[src/rtl/acc_cpu_pkg.sv]
package acc_cpu_pkg;
   localparam int OP_W  = 3;
   localparam int MD_W  = 2;
   localparam int SUB_W = 4;

   localparam logic [OP_W-1:0] OP_LDA = 3'b000;
   localparam logic [OP_W-1:0] OP_STA = 3'b001;
   localparam logic [OP_W-1:0] OP_ADD = 3'b010;
   localparam logic [OP_W-1:0] OP_SUB = 3'b011;
   localparam logic [OP_W-1:0] OP_AND = 3'b100;
   localparam logic [OP_W-1:0] OP_JMP = 3'b101;
   localparam logic [OP_W-1:0] OP_JSR = 3'b110;
   localparam logic [OP_W-1:0] OP_GRP = 3'b111;

   localparam logic [MD_W-1:0] MD_DIR = 2'b00;
   localparam logic [MD_W-1:0] MD_IND = 2'b01;
   localparam logic [MD_W-1:0] MD_IXA = 2'b10;
   localparam logic [MD_W-1:0] MD_IXB = 2'b11;

   localparam logic [SUB_W-1:0] G_HALT = 4'd0;
   localparam logic [SUB_W-1:0] G_NOT  = 4'd1;
   localparam logic [SUB_W-1:0] G_ORI  = 4'd2;
   localparam logic [SUB_W-1:0] G_RET  = 4'd3;
   localparam logic [SUB_W-1:0] G_JZ   = 4'd4;
   localparam logic [SUB_W-1:0] G_JN   = 4'd5;
   localparam logic [SUB_W-1:0] G_JC   = 4'd6;
   localparam logic [SUB_W-1:0] G_IN   = 4'd7;
   localparam logic [SUB_W-1:0] G_OUT  = 4'd8;
   localparam logic [SUB_W-1:0] G_TIA  = 4'd9;
   localparam logic [SUB_W-1:0] G_TIB  = 4'd10;

   typedef enum logic [2:0] {
      S_FETCH, S_DECODE, S_INDIRECT, S_EXECUTE, S_WRITEBACK, S_HALT
   } state_t;

   typedef enum logic [1:0] {ALU_PASS, ALU_ADD, ALU_SUB, ALU_AND} alu_op_t;
endpackage

[src/rtl/acc_cpu_alu.sv]
module acc_cpu_alu
   import acc_cpu_pkg::*;
#(
   parameter int W            = 18,
   parameter bit SHARED_ADDER = 1'b1
)(
   input  alu_op_t        op,
   input  logic [W-1:0]   a,
   input  logic [W-1:0]   b,
   output logic [W-1:0]   y,
   output logic           cout,
   output logic           flag_we
);
   logic [W-1:0] arith_y;
   logic         arith_c;

   generate
      if (SHARED_ADDER) begin : g_shared
         // one adder: subtract as a + ~b + 1, borrow is the inverted carry
         logic         do_sub;
         logic [W:0]   sum;
         assign do_sub  = (op == ALU_SUB);
         assign sum     = {1'b0, a} + {1'b0, (do_sub ? ~b : b)} + {{W{1'b0}}, do_sub};
         assign arith_y = sum[W-1:0];
         assign arith_c = do_sub ? ~sum[W] : sum[W];
      end else begin : g_split
         logic [W:0] s_add;
         logic [W:0] s_sub;
         assign s_add   = {1'b0, a} + {1'b0, b};
         assign s_sub   = {1'b0, a} - {1'b0, b};
         assign arith_y = (op == ALU_SUB) ? s_sub[W-1:0] : s_add[W-1:0];
         assign arith_c = (op == ALU_SUB) ? s_sub[W]     : s_add[W];
      end
   endgenerate

   always_comb begin
      case (op)
         ALU_ADD, ALU_SUB: y = arith_y;
         ALU_AND:          y = a & b;
         default:          y = b;
      endcase
      cout    = arith_c;
      flag_we = (op == ALU_ADD) || (op == ALU_SUB);
   end
endmodule

[src/rtl/acc_cpu_ea.sv]
module acc_cpu_ea
   import acc_cpu_pkg::*;
#(
   parameter int AW = 13
)(
   input  logic [MD_W-1:0] mode,
   input  logic [AW-1:0]   field,
   input  logic [AW-1:0]   ia,
   input  logic [AW-1:0]   ib,
   output logic [AW-1:0]   ea
);
   // indirect mode passes the pointer address; the core fetches through it
   always_comb begin
      case (mode)
         MD_IXA:  ea = field + ia;
         MD_IXB:  ea = field + ib;
         default: ea = field;
      endcase
   end
endmodule

[src/rtl/acc_cpu_idx.sv]
module acc_cpu_idx #(
   parameter int AW   = 13,
   parameter int NIDX = 2
)(
   input  logic                     clk,
   input  logic                     rst_n,
   input  logic [NIDX-1:0]          we,
   input  logic [AW-1:0]            din,
   output logic [NIDX-1:0][AW-1:0]  q
);
   for (genvar k = 0; k < NIDX; k++) begin : g_reg
      always_ff @(posedge clk or negedge rst_n) begin
         if (!rst_n)     q[k] <= '0;
         else if (we[k]) q[k] <= din;
      end

      // an index register changes only on its own copy operation
      assert_idx_hold_R6: assert property (@(posedge clk) disable iff (!rst_n)
         !we[k] |=> (q[k] == $past(q[k])));
   end
endmodule

[src/rtl/acc_cpu_core.sv]
module acc_cpu_core
   import acc_cpu_pkg::*;
#(
   parameter int W            = 18,
   parameter int AW           = 13,
   parameter bit SHARED_ADDER = 1'b1
)(
   input  logic          clk,
   input  logic          rst_n,
   output logic [AW-1:0] mem_addr,
   output logic          mem_re,
   output logic          mem_we,
   output logic [W-1:0]  mem_wdata,
   input  logic [W-1:0]  mem_rdata,
   input  logic [W-1:0]  io_in,
   output logic [W-1:0]  io_out,
   output logic          io_out_valid,
   output logic          halted
);
   localparam int NIDX  = 2;
   localparam int IMM_W = AW - SUB_W;
   localparam logic [AW-1:0] A_ONE = AW'(1);

   initial begin
      assert (W == OP_W + MD_W + AW) else $error("word width must be opcode+mode+address");
      assert (IMM_W >= 2) else $error("address field too narrow for group immediate");
      assert (W > AW) else $error("word must be wider than an address");
   end

   state_t            state;
   logic [OP_W-1:0]   ir_op;
   logic [AW-1:0]     ir_arg;
   logic [W-1:0]      ac;
   logic              cf;
   logic [AW-1:0]     pc, ma, lr;

   // fields of the word arriving during decode
   logic [OP_W-1:0]   d_op;
   logic [MD_W-1:0]   d_mode;
   logic [AW-1:0]     d_field, d_ea;
   assign d_op    = mem_rdata[W-1 -: OP_W];
   assign d_mode  = mem_rdata[AW +: MD_W];
   assign d_field = mem_rdata[AW-1:0];

   // group fields of the held instruction
   logic [SUB_W-1:0]  g_sub;
   logic [IMM_W-1:0]  g_imm;
   logic [AW-1:0]     rel_target;
   logic              take;
   assign g_sub      = ir_arg[AW-1 -: SUB_W];
   assign g_imm      = ir_arg[IMM_W-1:0];
   assign rel_target = pc + {{(AW-IMM_W){g_imm[IMM_W-1]}}, g_imm};

   logic [NIDX-1:0]          idx_we;
   logic [NIDX-1:0][AW-1:0]  idx_q;

   alu_op_t           alu_op;
   logic [W-1:0]      alu_y;
   logic              alu_c, alu_fwe;

   acc_cpu_ea #(.AW(AW)) u_ea (
      .mode(d_mode), .field(d_field), .ia(idx_q[0]), .ib(idx_q[1]), .ea(d_ea));

   acc_cpu_idx #(.AW(AW), .NIDX(NIDX)) u_idx (
      .clk(clk), .rst_n(rst_n), .we(idx_we), .din(ac[AW-1:0]), .q(idx_q));

   acc_cpu_alu #(.W(W), .SHARED_ADDER(SHARED_ADDER)) u_alu (
      .op(alu_op), .a(ac), .b(mem_rdata), .y(alu_y), .cout(alu_c), .flag_we(alu_fwe));

   always_comb begin
      case (ir_op)
         OP_ADD:  alu_op = ALU_ADD;
         OP_SUB:  alu_op = ALU_SUB;
         OP_AND:  alu_op = ALU_AND;
         default: alu_op = ALU_PASS;
      endcase
      case (g_sub)
         G_JZ:    take = (ac == '0);
         G_JN:    take = ac[W-1];
         G_JC:    take = cf;
         default: take = 1'b0;
      endcase
      idx_we[0] = (state == S_EXECUTE) && (ir_op == OP_GRP) && (g_sub == G_TIA);
      idx_we[1] = (state == S_EXECUTE) && (ir_op == OP_GRP) && (g_sub == G_TIB);
   end

   // memory port steering
   always_comb begin
      mem_re    = 1'b0;
      mem_we    = 1'b0;
      mem_addr  = pc;
      mem_wdata = ac;
      case (state)
         S_FETCH: mem_re = 1'b1;
         S_DECODE: begin
            if (d_op != OP_GRP && d_mode == MD_IND) begin
               mem_re   = 1'b1;
               mem_addr = d_field;
            end
         end
         S_EXECUTE: begin
            case (ir_op)
               OP_LDA, OP_ADD, OP_SUB, OP_AND: begin
                  mem_re   = 1'b1;
                  mem_addr = ma;
               end
               OP_STA: begin
                  mem_we   = 1'b1;
                  mem_addr = ma;
               end
               OP_JSR: begin
                  mem_we    = 1'b1;
                  mem_addr  = ma;
                  mem_wdata = {{(W-AW){1'b0}}, pc};
               end
               OP_GRP: begin
                  if (g_sub == G_RET) begin
                     mem_re   = 1'b1;
                     mem_addr = lr;
                  end
               end
               default: ;
            endcase
         end
         default: ;
      endcase
   end

   always_ff @(posedge clk or negedge rst_n) begin
      if (!rst_n) begin
         state        <= S_FETCH;
         pc           <= '0;
         ac           <= '0;
         cf           <= 1'b0;
         ma           <= '0;
         lr           <= '0;
         ir_op        <= OP_LDA;
         ir_arg       <= '0;
         io_out       <= '0;
         io_out_valid <= 1'b0;
      end else begin
         io_out_valid <= 1'b0;
         case (state)
            S_FETCH: state <= S_DECODE;
            S_DECODE: begin
               ir_op  <= d_op;
               ir_arg <= d_field;
               pc     <= pc + A_ONE;
               ma     <= d_ea;
               if (d_op != OP_GRP && d_mode == MD_IND) state <= S_INDIRECT;
               else                                    state <= S_EXECUTE;
            end
            S_INDIRECT: begin
               ma    <= mem_rdata[AW-1:0];
               state <= S_EXECUTE;
            end
            S_EXECUTE: begin
               state <= S_FETCH;
               case (ir_op)
                  OP_LDA, OP_ADD, OP_SUB, OP_AND: state <= S_WRITEBACK;
                  OP_JMP: pc <= ma;
                  OP_JSR: begin
                     pc <= ma + A_ONE;
                     lr <= ma;
                  end
                  OP_GRP: begin
                     case (g_sub)
                        G_HALT: state <= S_HALT;
                        G_NOT:  ac <= ~ac;
                        G_ORI:  ac <= ac | {{(W-IMM_W){1'b0}}, g_imm};
                        G_RET:  state <= S_WRITEBACK;
                        G_JZ, G_JN, G_JC: if (take) pc <= rel_target;
                        G_IN:   ac <= io_in;
                        G_OUT: begin
                           io_out       <= ac;
                           io_out_valid <= 1'b1;
                        end
                        default: ;
                     endcase
                  end
                  default: ;
               endcase
            end
            S_WRITEBACK: begin
               state <= S_FETCH;
               if (ir_op == OP_GRP) pc <= mem_rdata[AW-1:0];
               else begin
                  ac <= alu_y;
                  if (alu_fwe) cf <= alu_c;
               end
            end
            S_HALT:  state <= S_HALT;
            default: state <= S_FETCH;
         endcase
      end
   end

   assign halted = (state == S_HALT);

   assert_no_rw_clash_R12: assert property (@(posedge clk) disable iff (!rst_n)
      !(mem_re && mem_we));

   assert_write_only_in_execute_R12: assert property (@(posedge clk) disable iff (!rst_n)
      mem_we |-> (state == S_EXECUTE));

   assert_halt_sticky_R9: assert property (@(posedge clk) disable iff (!rst_n)
      halted |=> (halted && !mem_re && !mem_we));

   assert_out_copies_acc_R8: assert property (@(posedge clk) disable iff (!rst_n)
      io_out_valid |-> (io_out == ac));

   assert_out_single_pulse_R8: assert property (@(posedge clk) disable iff (!rst_n)
      io_out_valid |=> !io_out_valid);

   assert_fetch_step_R10: assert property (@(posedge clk) disable iff (!rst_n)
      (state == S_DECODE) |=> (pc == $past(pc) + A_ONE));

   assert_indirect_one_cycle_R3: assert property (@(posedge clk) disable iff (!rst_n)
      (state == S_INDIRECT) |=> (state == S_EXECUTE));
endmodule

[config.mk]
export PLATFORM = sky130hd
export DESIGN_NAME = acc_cpu_core
export DESIGN_NICKNAME = d
export VERILOG_FILES = /design/src/rtl/acc_cpu_pkg.sv /design/src/rtl/acc_cpu_alu.sv /design/src/rtl/acc_cpu_ea.sv /design/src/rtl/acc_cpu_idx.sv /design/src/rtl/acc_cpu_core.sv
export SDC_FILE = /design/constraint.sdc
export NUM_CORES = 1
export LEC_CHECK = 0
export BUFFER_PORTS_ARGS = -buffer_cell sky130_fd_sc_hd__clkbuf_2
export CAP_MARGIN = 10
export CORE_MARGIN = 2
export CORE_UTILIZATION = 67
export CTS_BUF_LIST = sky130_fd_sc_hd__clkbuf_2
export CTS_CLUSTER_DIAMETER = 150
export DETAILED_ROUTE_END_ITERATION = 16
export PLACE_DENSITY = 0.89
export SYNTH_ARGS = -nofsm -noshare
export SYNTH_HDL_FRONTEND = slang
export SYNTH_SLANG_ARGS = --single-unit
export TNS_END_PERCENT = 10
[constraint.sdc]
create_clock -name clk -period 10.25 [get_ports clk]
set_input_delay 2.05 -clock clk [delete_from_list [all_inputs] [get_ports clk]]
set_output_delay 2.05 -clock clk [all_outputs]
set_load 0.005 [all_outputs]
Yosys cells after proc, flatten, opt, wreduce, memory -nomap -nowiden

Index checks and enable logic that the tools add are counted.

Input port bits: 38
Register bits: 122

Bitwise operators: 6
Mux-type cells: 35
Eq/ne operators: 36
Add/subtract/negate cells: 7
Reductions and logical operators: 22

Operator list:

| operator              | count |
|---|---|
| $pmux 13 s2           | 4 |
| $mux 18               | 5 |
| $pmux 13 s3           | 2 |
| $pmux 18 s2           | 2 |
| $mux 13               | 5 |
| $pmux 18 s3           | 1 |
| $add 13x13->13        | 3 |
| $not 18->18           | 2 |
| $add 13x1->13 const B | 2 |
| $add 18x18->19        | 1 |
| $add 19x1->19         | 1 |
| $and 18x18->18        | 1 |
| $eq 3x3->1 const B    | 6 |
| $logic_not 18->1      | 1 |
| $or 18x9->18          | 1 |
| $eq 4x3->1 const B    | 4 |
| $pmux 3 s5            | 1 |
| $eq 3x2->1 const B    | 4 |
| $eq 4x4->1 const B    | 3 |
| $pmux 3 s2            | 2 |
| $mux 1                | 9 |
| $eq 2x2->1 const B    | 4 |
| $eq 4x2->1 const B    | 2 |
| $ne 4x1->1 const B    | 2 |
| 25 further kinds      | 38 |

Logic depth before layout (Yosys ltp)

Gate-level depths: netlist (run 1).

Word-level depth: 9
Gate-level depth with buffers: 18
Depth with buffers taken out: 15

Hierarchy

A second synthesis (run 1) with hierarchy kept.

Cell total of the unflattened synthesis: 1100
Area total of the unflattened synthesis: 9801.9 um^2

By module, submodules not included:

| module       | area each (um^2) | instances | seq. area each (um^2) | cells an instance |
|---|---|---|---|---|
| acc_cpu_core | 6448.7           | 1         | 2402.3                | 741 |
| acc_cpu_alu  | 1431.4           | 1         | 0.0                   | 204 |
| acc_cpu_idx  | 1041.0           | 1         | 650.6                 | 54 |
| acc_cpu_ea   | 880.8            | 1         | 0.0                   | 101 |

Worst setup path after synthesis (run 1)

Ideal clock, no wire load.

Path type: input to output
From: input port mem_rdata[14]
To: output port mem_addr[10]
Slack: 5.129 ns
Cell stages on the path: 5
Required time: 8.200 ns
Buffers on the path: 1
Arrival: 3.071 ns
Path through: nand3b_1 -> o21ai_0 -> nand2_1 -> clkbuf_1 -> a221o_1

Word-level cells in the longest chain between the ends: 4

RTL lines:

| what              | RTL line           | source |
|---|---|---|
| from (decl)       | acc_cpu_core.sv:14 | `input logic [W-1:0] mem_rdata,` |
| $eq 2x1->1        | acc_cpu_core.sv:96 | `if (d_op != OP_GRP && d_mode == MD_IND) begin` |
| $logic_and 1x1->1 | acc_cpu_core.sv:96 |  |
| $mux 13           | acc_cpu_core.sv:96 |  |
| $pmux 13 s2       | acc_cpu_core.sv:93 | `case (state)` |
| to (decl)         | acc_cpu_core.sv:10 | `output logic [AW-1:0] mem_addr,` |

No other way between the ends.

Worst setup path after layout (run 1)

From: input port mem_rdata[14]
To: output port mem_addr[12]

Same word-level chain as after synthesis.

==> out/results.txt, run 1 <==
For the post-synthesis sequential area ratio, the log shows 0.3235. STA puts the critical path data required time at 8200 ps. Leaving out fill and tap cells, the most frequent cell in the layout is nand2_1. The placement row count is 43, and the number of pins exceeding their max-slew limit in the final report is 0. The combinational fraction of design power is 0.649, and the share of post-route cells with drive strength above 1 is 0.2028. For the worst-case clock skew, the log shows 42.10 ps. After synthesis the cells add up to 9437 µm². The most common flop cell mapped by yosys is dfrtp_1. In the routed layout, each cell is associated on average with a via count of 6.848. The master cell of the clock root buffer was clkbuf_2.

With fillers left out, the area of the finished cells amounts to 10060 µm². The routed length per placed instance was 21.62 µm; the routability congestion estimate from global placement was 1.008. Cell internal power was estimated by the tool at 1762 µW. Dividing total power by cell area gives a power density of 368.6 nW/µm².

Clock tree synthesis found a total of 122 sinks. The slew of the pin with the lowest slew margin was 1015 ps. The min-delay analysis places its worst path in the category flop to flop. TritonCTS created 17 clock buffers. The number of port buffers is 90, and the number of design rule violations left after detail routing is 0. Counting instances, the worst hold path has a depth of 2. Data on the critical path arrives at its endpoint at 3670 ps.

The first global-routing pass estimated 44.79 mm of wire. The tools report the category of the worst setup path capture point as an output pin. Each instance of the synthesized netlist takes up on average 8.586 µm². The area of the core is 13830 µm². Worst-path maximum fanout: 12. The synthesized net count was 1187; the die area was 15050 µm². The clock-pin slew on the worst setup and hold paths works out to 170 ps. The timing-limited maximum frequency was 0.1748 GHz; the post-cts resize count was 0. Starting density of the core: 0.6825.

The H-tree was split into 4 levels. The number of antenna violations at the first check in global routing is 1, and the register bit count reported by yosys is 122. Across the run, the number of max-cap violations was 0. Counting along the longest clock path gives a buffer depth of 2.

The flow ran to the end, and the final reports show no timing, DRC or antenna violations. The placed instances occupy a cell area of 9862 µm². Subtracting the final worst setup slack from the clock period gives 5719 ps. The hold violation count in the final report came out at 0.

The tools report the synthesized netlist cell count as 1099. OpenSTA, run right after detailed placement, puts the worst setup slack at 4592 ps. The share of total power consumed by net switching was 0.5246.

The tools report the post-layout worst setup margin as 4531 ps. The number of cells on the worst reg-to-reg path is 17. The net count of the finished layout is 1236. The worst-case vdd ir drop is 0.1594 mV, and the count of TritonRoute iterations in the first routing pass is 6.

The DRC violation total after the first TritonRoute iteration came out at 1259. Entering global routing, the biggest net connects 66 pins. Yosys printed 0 warnings. The setup total negative slack came out at 0 ps. The tools report the worst max-slew margin expressed relative to the limit as 0.3233. The run gives 0.004652 µW as the leakage dissipation. The clock share of power is 0.075, and the number of global-route vias before repair is 8335. The synthesized netlist contains 81 unique library cells. Detailed placement finished with a half-perimeter wire length of 20.75 mm. The global router's overall resource usage is 0.3938. The die outline width is 122.7 µm, and the total via count in the routed design is 9176. The worst setup path is launched from an input pin.

For this design the total switching power over the nets is 1944 µW. The antenna violation net count after detailed routing came out at 0. Setup repair after global routing left no endpoint under its margin.

Setup violations remaining at the end of the flow were counted as 0. The tools report the number of top-level pins as 91. Leaving out fill and tap cells, the most frequent cells in the layout are 164 x nand2_1, 122 x dfrtp_1, 106 x clkbuf_2. The count of flip-flops with a built-in enable after synthesis came out at 0. After clock tree synthesis, the setup repair step added 0 buffers. The sum of routed wire length over all layers came out at 28.97 mm. The tools report the hold-fix buffer count after cts as 0.

Fraction of the cycle the final worst path needs: 0.5580. The area growth from synthesis to layout is 6.576%. From bottom edge to top edge, the die measures 122.7 µm. The run gives 0.276 as the proportion of power drawn by flip-flops and latches. The clock reaches the later pin of the worst-skew pair after 780 ps.

The setup path with the least slack is of type input pin to output pin. The share of synthesized registers carrying an async set or reset works out to 1.000. The tools report the final global-route overflow total as 0. TritonCTS built the clock tree.
-- critical path, cell delays in order --
cell and delay [ps]:
clkbuf_2 150, nand3b_1 270, nor2b_1 800, a221o_1 290
clkbuf_2 110
-- cell type report --
cell class / count / area (µm²)
diodes: 1 / 2.502
inverters: 28 / 105.1
clock inverters: 13 / 107.6
multi-input cells: 879 / 5951
fillers: 1090 / 3770
repair buffers: 100 / 528.0
clock buffers: 17 / 85.08
well taps: 180 / 225.2
flip-flops and latches: 122 / 3053
-- per-stage QoR --
stage               cells  total power (µW)  hold WS [ps]  utilization
finish               1340              3707         496.9       0.7274
global route         1340              3963         521.5       0.7274
CTS                  1339              3628         495.7       0.7272
detailed placement   1309              3349         459.1       0.7132
global placement     1309              3266         450.9       0.7132
floorplan            1099              2713         444.4            -
-- layer usage --
metal,GRT usage,part of all wire,vias up,wire length (µm)
met3,0.09387,0.12,145,3425
met2,0.5970,0.44,634,12820
li1,-,-,4054,-
met5,0,0,-,0
met4,0.1861,0.050,0,1449
met1,0.5319,0.39,4343,11270
-- state kept, by name (all words and copies together) (netlist names) --
signal        cells
ac               18
io_out_valid      1
u_idx.q          26
ma               13
lr               13
state             3
cf                1
ir_op             3
pc               13
ir_arg           13
io_out           18
-- kinds of logic (layout without fill, tap and decap cells) --
family | Yosys count | after routing | synth area share
flops | 122 | 122 | 0.3235
fa+ha+maj | 50 | 50 | 0.06868
other cells | 0 | 1 | 0
xor+xnor | 61 | 61 | 0.05662
compound gates | 313 | 313 | 0.2160
simple gates | 362 | 362 | 0.1786
buf+inv | 98 | 158 | 0.04707
mux | 93 | 93 | 0.1095
-- worst paths after layout --
path,slack [ps],start,endpoint
max,4530,mem_rdata[14],mem_addr[12]
min,500,io_out[12],io_out[12]
max reg2reg,5600,ir_op[0],cf
min reg2reg,500,io_out[12],io_out[12]
max in group asynchronous,7630,rst_n,ma[12]
min in group asynchronous,1360,rst_n,ac[14]
-- power groups by stage --
| stage | Clock (µW) | Combinational (µW) | Sequential (µW) |
|---|---|---|---|
| after floorplan | 0 | 1890 | 821 |
| after global placement | 0 | 2260 | 1010 |
| after detailed placement | 0 | 2340 | 1010 |
| after CTS | 274 | 2350 | 1000 |
| after global routing | 297 | 2630 | 1040 |
| final | 277 | 2400 | 1020 |
-- cells in the mapped netlist, types with 6 or more instances --
| cell | instances | area share |
|---|---|---|
| a211oi_1 | 9 | 0.0072 |
| o22ai_1 | 6 | 0.0040 |
| a31oi_1 | 8 | 0.0053 |
| inv_1 | 26 | 0.010 |
| buf_2 | 23 | 0.012 |
| nand3_1 | 30 | 0.016 |
| a21o_1 | 12 | 0.0095 |
| ha_1 | 47 | 0.062 |
| o21ai_1 | 6 | 0.0032 |
| o211ai_1 | 7 | 0.0056 |
| xnor2_1 | 19 | 0.018 |
| a21oi_1 | 96 | 0.051 |
| nor3_1 | 10 | 0.0053 |
| o21a_1 | 7 | 0.0056 |
| clkbuf_1 | 34 | 0.014 |
| xor2_1 | 42 | 0.039 |
| nand2b_1 | 9 | 0.0060 |
| mux2_2 | 82 | 0.098 |
| nor2b_1 | 12 | 0.0080 |
| o21ai_0 | 80 | 0.042 |
| a221oi_1 | 13 | 0.012 |
| nor2_1 | 84 | 0.033 |
| a221o_1 | 14 | 0.015 |
| nand4_1 | 6 | 0.0040 |
| mux2i_1 | 11 | 0.012 |
| nand2_1 | 164 | 0.065 |
| dfrtp_1 | 122 | 0.32 |
| o31ai_1 | 6 | 0.0048 |
Power figures use the tool's default switching activity.
==> run 2: changes to the inputs <==
ABC_AREA = 1   (was default)
CORE_UTILIZATION = 63   (was 67)
PLACE_DENSITY = 0.84   (was 0.89)
clock period = 5.6 ns   (was 10.25 ns; I/O delays follow)
==> run 2 against run 1 <==
  * Worst setup slack worse by 3600 ps
  * Largest power group unchanged
  * Non-clock buffer count fell by 2
  * Largest cell class unchanged
  * Sequential share of layout area shrank 1.9 points
  * Final cell count grew 34%
  * First-iteration DRC count fell by 2.2%
==> out/results.txt, run 2 <==
The setup violation total in the final timing report came out at 0 (unchanged). The total placed instance area came out at 10450 µm² (+6.0%). The commonest cells after synthesis are 453 x nand2_1, 180 x inv_1, 161 x o21ai_0.

CTS placed an instance of clkbuf_2 at the clock tree root. The fraction of the cycle the final worst path needs is 0.8321. The logs give 0 (unchanged) for the final global-route overflow total and 3540 ps (-130 ps) for the arrival time at the worst endpoint. From synthesis to final layout, the design area changed by 8.527%. The sum of routed wire length over all layers is 33.99 mm (+17%). The tools report the leakage dissipation as 0.005600 µW (+20%).

For the filler cell count in the final layout, the log shows 1355 (+24%). The tools report the area of the core as 15260 µm² (+10%). The number of global-route vias before repair is 9864 (+18%), and the post-synthesis sequential area ratio is 0.3091 (-0.01439). The DRC violation total after the first TritonRoute iteration is 1231 (-2.2%). The count of flip-flops with a built-in enable after synthesis is 0 (unchanged), and the first-pass GRT wire length is 52.76 mm (+18%).

The logs give 5908 µm² (-0.71%) for the multi-input combinational cell area and 1662 (+34%) for the number of nets at the end of the flow. The number of synthesis warnings was 0 (unchanged); the slew of the pin with the lowest slew margin was 1096 ps (+80.62 ps). The worst hold path belongs to the class input pin to async pin. The register bit count reported by yosys is 122 (unchanged), and the worst-path maximum fanout is 20 (+8).

The run gives 3 (+2) as the number of antenna violations at the first check in global routing. The tools report the routability congestion estimate from global placement as 0.9788 (-2.9%). Timing would allow up to 0.2146 GHz. TritonCTS built the clock tree. The run gives 17 (unchanged) as the number of buffers added by the clock tree synthesis step. The total half-perimeter wirelength after legalization and detailed placement was 25.43 mm (+23%); the routed length per placed instance was 18.88 µm (-13%). Cell area power density: 648.2 nW/µm² (+76%). Among the stages of the critical path, the cell type that occurs most often is inv_1. The area fraction of the dominant cell type after synthesis is 0.3091 (-0.01439), and the antenna violation net count after detailed routing is 0 (unchanged). Setup repair after global routing left no endpoint under its margin. The worst hold slack was 202.6 ps (-294.2 ps).

The via density per instance is 5.972 (-13%). The top cell types in the final layout, fill and taps aside, are 453 x nand2_1, 180 x inv_1, 161 x o21ai_0. The total via count in the routed design came out at 10.75k (+17%).

The slowest cell on the critical path is nor2_1. The share of synthesized registers carrying an async set or reset was 1.000 (unchanged). The mean instance size in the synthesized netlist was 6.575 µm² (-23%); the placement row count was 45 (+4.7%). The final standard cell area without fillers is 10720 µm² (+6.6%). The synthesized net count came out at 1590 (+34%). The category of the worst setup path capture point was an output pin. The latest clock arrival within the worst-skew pair is 790 ps (about the same), and the number of H-tree levels is 4 (unchanged). Utilization of the core after routing: 0.7024 (-0.02494).

For the post-cts resize count, the log shows 0 (unchanged). The global router's overall resource usage was 0.4162 (+0.02243); the count of TritonRoute iterations in the first routing pass was 8 (+2). Leading cell type in the layout, fill and taps excluded: nand2_1. The share of post-route cells with drive strength above 1 is 0.1122 (-0.09060).

For the setup total negative slack, the log shows 0 ps (unchanged). Die outline width: 129.2 µm (+5.3%). The required time at the worst-slack endpoint came out at 4480 ps (-3720 ps).

The largest buffer count on any clock path was 2 (unchanged). The hold-fix buffer count after cts was 0 (unchanged); the pin count of the biggest net entering global routing was 59 (-11%). The critical path goes through inv_1 > nand2_1 > nor2_1 > buf_4 > inv_1 > nor2_1 > inv_1 > o221ai_1 > clkbuf_2. The launching element type of the critical path was a flop. The most common flop cell mapped by yosys is dfrtp_1. The largest registers in the layout are u_idx.q: 26 flops, ac: 18 flops, io_out: 18 flops. The flip-flop count of the largest register after layout was 26 (unchanged); the number of unique standard cell types used by synthesis was 50 (-38%). Counting I/O delays and the setup requirement, the final critical path takes 4660 ps.

The run finished with clean final reports. The biggest area contributor in the post-synthesis netlist is dfrtp_1. The die boundary height is 129.2 µm (+5.3%). For the synthesized netlist cell count, the log shows 1502 (+37%). The worst max-slew margin expressed relative to the limit was 0.2695 (-0.05375). The number of top-level pins was 91 (unchanged).

The critical path in this run is classified as flop to output pin. The post-synth design cell area was 9876 µm² (+4.7%); the number of sinks handled by clock tree synthesis was 122 (unchanged). The register bank with the most flops was u_idx.q.

The worst-case clock skew was 45.73 ps (+3.626 ps); the hold violation count in the final report was 0 (unchanged). The logs give 0 (unchanged) for the number of pins exceeding their max-slew limit in the final report and 0.6472 (-0.03524) for the starting density of the core. By area the synthesized netlist is led by dfrtp_1 31%, nand2_1 17%, o21ai_0 8.2%. The post-CTS setup buffer count is 0 (unchanged), and the number of design rule violations left after detail routing is 0 (unchanged). The die area is 16690 µm² (+11%), and the worst-case vdd ir drop is 0.4506 mV (+180%). The clock-pin slew on the worst setup and hold paths was 260 ps (+90 ps). The number of max-cap violations came out at 0 (unchanged). The number of port buffers was 90 (unchanged). Delay of the slowest cell on the worst path: 760 ps (-40 ps).

The run gives 3053 µm² (unchanged) as the register cell area after layout. The most common cell in the synthesized netlist is nand2_1.
## run 2: worst paths after layout
path | slack [ps] | depth (start not counted) | from | to
hold / removal | 200 | 1 | rst_n | lr[11]
min in group clk | 510 | 2 | u_idx.q[16] | u_idx.q[16]
setup reg to reg | 1650 | 18 | ir_op[2] | ac[16]
setup / recovery | 940 | 9 | state[1] | mem_addr[12]
hold reg to reg | 510 | 2 | u_idx.q[16] | u_idx.q[16]
max in group asynchronous | 4280 | 2 | rst_n | u_idx.q[20]
## run 2: layer usage
| metal | vias up | track usage | share of wire |
|---|---|---|---|
| met1 | 4906 | 0.5429 | 0.40 |
| met2 | 614 | 0.6418 | 0.44 |
| met3 | 136 | 0.08175 | 0.094 |
| met5 | - | 0 | 0 |
| li1 | 5094 | - | - |
| met4 | 0 | 0.2538 | 0.067 |
## run 2: cell type report
type / instances / share of cell area
clock buffer: 17 / 0.007938
tap: 211 / 0.02463
sequential: 122 / 0.2848
timing repair buffer: 98 / 0.04786
antenna: 2 / 0.0004670
multi-input combinational: 1146 / 0.5512
clock inverter: 15 / 0.01658
inverter: 189 / 0.06643
## run 2: where the power goes
part / switching (µW) / leakage, µW / total [µW] / internal [µW]
logic: 3100 / 0.00389 / 4680 / 1570
registers: 434 / 0.00156 / 1630 / 1200
clock network: 447 / 0.000152 / 638 / 191
## run 2: cells by family (layout without fill, tap and decap cells)
family | Yosys count | in the layout | synth area share
other | 0 | 2 | 0
AO/OA/AOI/OAI | 334 | 334 | 0.1888
multiplexers | 12 | 12 | 0.01368
adder cells (fa/ha/maj) | 50 | 50 | 0.06563
flip-flops | 122 | 122 | 0.3091
XOR/XNOR | 29 | 29 | 0.02572
AND/OR/NAND/NOR | 721 | 721 | 0.3037
buffers and inverters | 234 | 319 | 0.09338
## run 2: critical path, delay by kind of cell (launching register included)
kind                   cells  cell delay (ps)
and+or+nand+nor            3              950
DFF                        1              480
AOI/OAI and AO/OA          1              310
buffers and inverters      5             1020
## run 2: metrics by stage
step                cells  setup WS (ps)  total power [µW]
global route         1800          756.1              7546
finish               1800          940.1              6948
CTS                  1798           1033              6807
floorplan            1502           2197              4816
detailed placement   1766           1638              6167
global placement     1766           1668              6077
